**src/rtl/pairSeqPkg.sv**
```systemverilog
package pairSeqPkg;

  // Flow-table rows of the detector
  typedef enum logic [1:0] {
    ST_WAIT_ZERO = 2'd0,  // not armed: needs a change into 00
    ST_GOT_ZERO  = 2'd1,  // pair entered 00
    ST_GOT_ONE   = 2'd2,  // pair moved 00 -> 01
    ST_HIT       = 2'd3   // pair moved 00 -> 01 -> 11, output high
  } seqState_t;

  // Strobes from control to datapath
  typedef struct packed {
    logic zSet;
    logic zClear;
    logic flagBad;
  } seqStrobe_t;

  localparam logic [1:0] PAIR_ZERO = 2'b00;
  localparam logic [1:0] PAIR_STEP = 2'b01;
  localparam logic [1:0] PAIR_FULL = 2'b11;

endpackage

```
**src/rtl/pairSeqDatapath.sv**
```systemverilog
module pairSeqDatapath
  import pairSeqPkg::*;
#(
  parameter int SYNC_STAGES = 2
) (
  input  logic       clk,
  input  logic       rst,
  input  logic       x1,
  input  logic       x2,
  input  seqStrobe_t strobe,
  output logic [1:0] curPair,
  output logic [1:0] prevPair,
  output logic       evt,
  output logic       evtSingle,
  output logic       evtDouble,
  output logic       z,
  output logic       badInput
);

  localparam int CHAIN_W = 2 * SYNC_STAGES;
  localparam int FILL    = SYNC_STAGES + 1;
  localparam int CW      = $clog2(FILL + 1);
  localparam logic [CW-1:0] FILL_V = CW'(FILL);

  logic [CHAIN_W-1:0] syncQ;
  logic [CW-1:0]      fillCnt;
  logic               primed;

  // Input register chain; its depth is set by the parameter
  generate
    if (SYNC_STAGES == 1) begin : g_oneStage
      always_ff @(posedge clk) begin
        if (rst) syncQ <= '0;
        else     syncQ <= {x1, x2};
      end
    end else begin : g_multiStage
      always_ff @(posedge clk) begin
        if (rst) syncQ <= '0;
        else     syncQ <= {syncQ[CHAIN_W-3:0], x1, x2};
      end
    end
  endgenerate

  assign curPair = syncQ[CHAIN_W-1 -: 2];

  // Stay silent until the chain and the previous-value register have
  // both been filled with real input samples since reset
  always_ff @(posedge clk) begin
    if (rst)          fillCnt <= '0;
    else if (!primed) fillCnt <= fillCnt + 1'b1;
  end
  assign primed = (fillCnt == FILL_V);

  always_ff @(posedge clk) begin
    if (rst) prevPair <= '0;
    else     prevPair <= curPair;
  end

  assign evt       = primed && (curPair != prevPair);
  assign evtDouble = evt && (&(curPair ^ prevPair));
  assign evtSingle = evt && !evtDouble;

  // Registered output: no glitch while the state changes
  always_ff @(posedge clk) begin
    if (rst)              z <= 1'b0;
    else if (strobe.zSet) z <= 1'b1;
    else if (strobe.zClear) z <= 1'b0;
  end

  always_ff @(posedge clk) begin
    if (rst)                 badInput <= 1'b0;
    else if (strobe.flagBad) badInput <= 1'b1;
  end

endmodule

```
**src/rtl/pairSeqControl.sv**
```systemverilog
module pairSeqControl
  import pairSeqPkg::*;
(
  input  logic       clk,
  input  logic       rst,
  input  logic       evtSingle,
  input  logic       evtDouble,
  input  logic [1:0] curPair,
  output seqStrobe_t strobe
);

  seqState_t stateQ, stateD;

  always_comb begin
    stateD = stateQ;
    if (evtDouble) begin
      stateD = ST_WAIT_ZERO;
    end else if (evtSingle) begin
      unique case (stateQ)
        ST_WAIT_ZERO: stateD = (curPair == PAIR_ZERO) ? ST_GOT_ZERO : ST_WAIT_ZERO;
        ST_GOT_ZERO:  stateD = (curPair == PAIR_STEP) ? ST_GOT_ONE  : ST_WAIT_ZERO;
        ST_GOT_ONE: begin
          if (curPair == PAIR_FULL)      stateD = ST_HIT;
          else if (curPair == PAIR_ZERO) stateD = ST_GOT_ZERO;
          else                           stateD = ST_WAIT_ZERO;
        end
        ST_HIT:       stateD = ST_WAIT_ZERO;
        default:      stateD = ST_WAIT_ZERO;
      endcase
    end
  end

  always_ff @(posedge clk) begin
    if (rst) stateQ <= ST_WAIT_ZERO;
    else     stateQ <= stateD;
  end

  always_comb begin
    strobe.zSet    = evtSingle && (stateQ == ST_GOT_ONE) && (curPair == PAIR_FULL);
    strobe.zClear  = (evtSingle || evtDouble) && (stateQ == ST_HIT);
    strobe.flagBad = evtDouble;
  end

endmodule

```
**src/rtl/pairSeqDetect.sv**
```systemverilog
module pairSeqDetect
  import pairSeqPkg::*;
#(
  parameter int SYNC_STAGES = 2
) (
  input  logic clk,
  input  logic rst,
  input  logic x1,
  input  logic x2,
  output logic z,
  output logic badInput
);

  seqStrobe_t strobe;
  logic [1:0] curPair;
  logic [1:0] prevPair;
  logic       evt;
  logic       evtSingle;
  logic       evtDouble;

  pairSeqDatapath #(.SYNC_STAGES(SYNC_STAGES)) u_dp (
    .clk      (clk),
    .rst      (rst),
    .x1       (x1),
    .x2       (x2),
    .strobe   (strobe),
    .curPair  (curPair),
    .prevPair (prevPair),
    .evt      (evt),
    .evtSingle(evtSingle),
    .evtDouble(evtDouble),
    .z        (z),
    .badInput (badInput)
  );

  pairSeqControl u_ctl (
    .clk      (clk),
    .rst      (rst),
    .evtSingle(evtSingle),
    .evtDouble(evtDouble),
    .curPair  (curPair),
    .strobe   (strobe)
  );

endmodule

```
**config.mk**
```make
export PLATFORM = sky130hd
export DESIGN_NAME = pairSeqDetect
export DESIGN_NICKNAME = d
export VERILOG_FILES = /design/src/rtl/pairSeqPkg.sv /design/src/rtl/pairSeqDatapath.sv /design/src/rtl/pairSeqControl.sv /design/src/rtl/pairSeqDetect.sv
export SDC_FILE = /design/constraint.sdc
export NUM_CORES = 1
export LEC_CHECK = 0
export CORE_AREA = 2 2 39 41
export CTS_BUF_LIST = sky130_fd_sc_hd__clkbuf_2 sky130_fd_sc_hd__clkbuf_4 sky130_fd_sc_hd__clkbuf_8
export DETAILED_ROUTE_END_ITERATION = 12
export DIE_AREA = 0 0 41 43
export DONT_BUFFER_PORTS = 1
export GPL_TIMING_DRIVEN = 0
export HOLD_SLACK_MARGIN = 0.08
export PLACE_DENSITY_LB_ADDON = 0.25
export SKIP_CTS_REPAIR_TIMING = 1
export SKIP_LAST_GASP = 1
export SLEW_MARGIN = 20
export SYNTH_ARGS = -nofsm -noshare
export SYNTH_HDL_FRONTEND = slang
export SYNTH_SLANG_ARGS = --single-unit
```
**constraint.sdc**
```tcl
create_clock -name clk -period 1.8 [get_ports clk]
set_input_delay 0.27 -clock clk [delete_from_list [all_inputs] [get_ports clk]]
set_output_delay 0.27 -clock clk [all_outputs]
set_load 0.01 [all_outputs]
```
---- After elaboration in Yosys (flattened, before gate mapping) ----
Index checks and enable logic that the tools add are counted.
storage, ports and cells
  input bits .............................. 4
  word-level logic and storage cells ...... 34
  register bits after elaboration ......... 12
  output and inout port bits .............. 2
operators by class
  muxes and demuxes ....................... 6
  equality and inequality tests ........... 7
  bitwise gates (word level) .............. 1
  add/subtract/negate cells ............... 1
  reduce and logical (&&, ||, !) cells .... 13
operator list
  kind                 number
  $eq 2x2->1 const B   4
  $pmux 2 s4           1
  $logic_and 1x1->1    6
  $eq 2x1->1 const B   2
  $logic_not 2->1      2
  $mux 2               2
  $mux 1               3
  $add 2x1->2 const B  1
  $ne 2x2->1           1
  $reduce_and 2->1     1
  $reduce_bool 2->1    1
  $reduce_or 2->1      1
  $xor 2x2->2          1
  $logic_not 1->1      1
  $logic_or 1x1->1     1

---- Depth between registers and ports, before layout ----
  depth in word-level cells ............... 9
  gate-level depth with buffers ........... 6
  depth with buffers taken out ............ 6

---- Modules after synthesis ----
From an unflattened synthesis, not the netlist that was laid out.
second synthesis, totals
  cells, all modules ...................... 55
  area total of the unflattened synthesis .. 554.3 µm²
modules (own cells, without submodules)
  module           area each (µm²)  instances  seq. area each (µm²)  cells each
  pairSeqDatapath  381.6            1          200.2                 36
  pairSeqControl   172.7            1          40.0                  19

---- Worst setup path after synthesis ----
Ideal clock, no wire load.
  kind .................................... register -> register
  start point ............................. register u_dp.fillCnt[0]
  end point ............................... register u_ctl.stateQ[1]
  stages on the path, launching flop included .. 6
  setup time .............................. 0.116 ns
  setup slack ............................. 0.419 ns
  clock period less this slack ............ 1.381 ns
  required time ........................... 1.684 ns
  arrival time ............................ 1.265 ns
  buffers on the path ..................... 1
  path through ............................ dfxtp_1 ha_1 clkbuf_1 inv_1 o31a_1 o211a_1
on the way
  word-level cells in the longest chain between the ends .. 5
  elaborated cells on any way between the ends .. 6
  those cells by class .................... 1 x eq/ne; 5 x reduce/logical
RTL lines
  element                 line                   RTL
  from (decl)             pairSeqDatapath.sv:26  logic [CW-1:0] fillCnt;
  from (signal assigned)  pairSeqDatapath.sv:50  else if (!primed) fillCnt <= fillCnt + 1'b1;
  $eq 2x2->1 *            pairSeqDatapath.sv:52  assign primed = (fillCnt == FILL_V);
  $logic_and 1x1->1 *     pairSeqDatapath.sv:59  assign evt = primed && (curPair != prevPair);
  $logic_and 1x1->1       pairSeqDatapath.sv:60  assign evtDouble = evt && (&(curPair ^ prevPair));
  $logic_not 1->1         pairSeqDatapath.sv:61  assign evtSingle = evt && !evtDouble;
  $logic_and 1x1->1       pairSeqDatapath.sv:61
  to (signal assigned)    pairSeqControl.sv:35   else stateQ <= stateD;
  to (decl)               pairSeqControl.sv:12   seqState_t stateQ, stateD;
Mark *: on every way between the ends. The rest lies on a longest branch, timed or not.
A chain may end at the register's enable or synchronous reset.

---- Worst setup path after layout ----
  start point ............................. register u_dp.syncQ[2]
  end point ............................... register u_ctl.stateQ[0]
on the way
  word-level cells in the longest chain between the ends .. 5
  elaborated cells on any way between the ends .. 13
  those cells by class .................... 2 x eq/ne; 3 x mux; 1 x bitwise; 7 x reduce/logical
RTL lines
  element                                                             line                   RTL
  from (decl)                                                         pairSeqDatapath.sv:25  logic [CHAIN_W-1:0] syncQ;
  from (signal assigned)                                              pairSeqDatapath.sv:39  else syncQ <= {syncQ[CHAIN_W-3:0], x1, x2};
  parallel branches: the longest is 5 deep, another holds $pmux 2 s4  --
Parallel ways; which one is timed is not known.

==> impl_metrics.yaml <==
run_status:
  status: "completed"
clocking:
  htreeDepth: 1
  clkTransAtPathRegs_ns: 0.08
  clock_latency_ns: 0.27
  numCtsBuffers: 3
  cts.sinks: 12
  cts_tree: "done"
  ctsLongestPathBuffers: 2
  cts_root_buf: "clkbuf_4"
drt:
  dr_total_vias: 346
  routedWlPerCell_um: 10.4
  firstDrtPassIters: 4
  drc: 0
  drtIter0Drc: 6
  drt-total-wl_um: 758
  viasPerCell: 4.74
  ant_nets: 0
yosys:
  syn_area_per_cell_um2: 9.92
  synth_cell_types: 19
  yosysTopAreaCell: "dfxtp_1"
  synth_edf_count: 0
  syn-cell-area_um2: 526
  synth_seq_cells: 12
  synth_top_flop_cell: "dfxtp_1"
  synth_warnings: 0
  ys_async_sr_fraction_pct: 0
  ys_seq_area_share_pct: 45.7
  synthCells: 53
  synth_area_leaders: "dfxtp_1 (46%), ha_1 (9.5%), xor2_2 (6.2%), nor2b_1 (6.0%), inv_1 (3.6%)"
  yosysTopAreaCellShare_pct: 45.7
  synth_fp_nets: 61
worst_hold_path:
  min_from: "x2"
  whs_endpoint: "u_dp.syncQ[0]"
  hold_class: "input port to flop"
  whs_path_depth: 1
power:
  power_leakage_nw: 0.247
  p_total_mw: 0.564
  power_density_mw_per_mm2: 969
  ir_drop_mv: 0.414
sta:
  fin_setup_tns_ns: 0
  final_max_slew_viol_count: 0
  slew_headroom_pct: 70.0
  rsz0062_at_grt: "false"
  finClkSkew_ns: 0.00487
  setup_viol: 0
  clock.fmax_mhz: 640
  period_share_pct: 86.8
  worst_slew_pin_slew_ns: 0.439
  fin_crit_ns: 1.56
  hold_viol_final: 0
  setup_slack_ns: 0.237
  hold_ws_ns: 0.119
grt:
  grt_antenna_before_repair: 0
  grt_max_degree: 11
  grt_pass1_vias: 293
  grt-ovfl-total: 0
  track_usage_pct: 10.7
  grt_pass1_wl_mm: 1.19
layout:
  n_antenna_cell: 0
  utilization_pct: 42.0
  synthToLayoutAreaGrowth_pct: 10.7
  final_nets: 66
  final_area_um2: 582
  drive_gt1_share_pct: 10.5
  instances_no_fill: 73
floorplan:
  rows: 14
  coreArea_mm2: 0.00138
  die-height_um: 43
  die_area_mm2: 0.00176
  io-pin-count: 6
  initial_core_util_pct: 38.0
  dieWidth_um: 41
worst_setup_path:
  worst_path_dominant_cell_family: "compound AO/OA/AOI/OAI gates"
  crit_path_start_kind: "flop"
  critical-path-max-stage-delay_ns: 0.47
  ff2ff_path_depth: 5
  reg2reg_from: "u_dp.syncQ[2]"
  worstPathCellList: "inv_1 > ha_1 > a2111oi_0 > nand4_1 > nand2_1"
  critPathBufInv: 1
  end_kind: "flop"
  critical-path-slowest-cell: "a2111oi_0"
  worstPathRequired_ns: 2.02
  path_max_fanout: 4
  reg2reg_to: "u_ctl.stateQ[0]"
  r2r_slack_ns: 0.24
  path_class: "flop to flop"
  arrival_ns: 1.78
run:
  cap_violations: 0
place:
  hpwl_um: 570
  place_area_um2: 546
  gp_congestion: 0.597
  dp_slack_ns: 0.252
  io_buffers: 0
  dp_cells: 69
-- final cells by class --
| type | count | area, um^2 |
|---|---|---|
| inverters | 5 | 18.8 |
| well taps | 16 | 20.0 |
| plain buffers | 2 | 7.51 |
| flip-flops and latches | 12 | 240 |
| multi-input cells | 34 | 259 |
| fillers | 133 | 802 |
| clock buffers | 4 | 36.3 |
-- state kept, by name (all words and copies together), names as in the netlist --
register and count:
u_ctl.stateQ 2, u_dp.badInput 1, u_dp.fillCnt 2, u_dp.prevPair 2, u_dp.syncQ 4, u_dp.z 1
-- report_power, final --
| group | internal [mW] | leakage [nW] | total, mW | switching (mW) |
|---|---|---|---|---|
| Clock | 0.123 | 0.0210 | 0.215 | 0.0920 |
| Sequential | 0.282 | 0.0983 | 0.292 | 0.0103 |
| Combinational | 0.0240 | 0.128 | 0.0566 | 0.0326 |
-- layer usage --
| layer | track usage (%) | vias to the layer above | wire [um] |
|---|---|---|---|
| met5 | 0 | - | 0 |
| li1 | - | 186 | - |
| met1 | 13.4 | 149 | 375 |
| met4 | 8.00 | 0 | 11 |
| met2 | 13.8 | 9 | 323 |
| met3 | 4.71 | 2 | 47 |
-- cell usage after synthesis, drive strengths merged, types with 2 or more instances --
cell / number
a21oi: 2
clkbuf: 2
dfxtp: 12
ha: 4
inv: 5
nand2: 3
nand4: 2
nor2: 5
nor2b: 5
o2111ai: 2
xor2: 4
-- cells in the final DEF, fill, tap and decap left out --
cell	Yosys	layout
nor4_1	1	1
inv_1	5	5
a2111oi_0	1	1
xor2_1	2	2
nor2_1	5	5
o2111ai_1	2	2
xnor2_1	1	1
nor2b_1	5	5
nand4_1	2	2
o211a_1	1	1
xor2_2	2	2
clkbuf_8	0	1
ha_1	4	4
nand3_1	1	1
a21oi_1	2	2
mux2i_1	1	1
dfxtp_1	12	12
nand2_1	3	3
clkbuf_4	0	3
clkbuf_1	2	2
o31a_1	1	1
-- worst max path at each step --
stage	from	to	slack [ns]	cells past startpoint
floorplan	u_dp.fillCnt[0]	u_ctl.stateQ[1]	0.42	5
detailed placement	u_dp.syncQ[2]	u_ctl.stateQ[0]	0.25	5
global route	u_dp.syncQ[2]	u_ctl.stateQ[0]	0.06	5
global placement	u_dp.syncQ[2]	u_ctl.stateQ[0]	0.26	5
CTS	u_dp.syncQ[2]	u_ctl.stateQ[0]	0.22	5
finish	u_dp.syncQ[2]	u_ctl.stateQ[0]	0.24	5
-- cells by family after synthesis --
kind of cell	count (synthesis)	synth area share [%]
AND/OR/NAND/NOR	17	16.2
XOR/XNOR	5	11.2
AO/OA/AOI/OAI	7	10.5
buffers and inverters	7	5.00
multiplexers	1	1.90
adder cells (fa/ha/maj)	4	9.52
flip-flops	12	45.7
(Power assumes the default switching activity.)
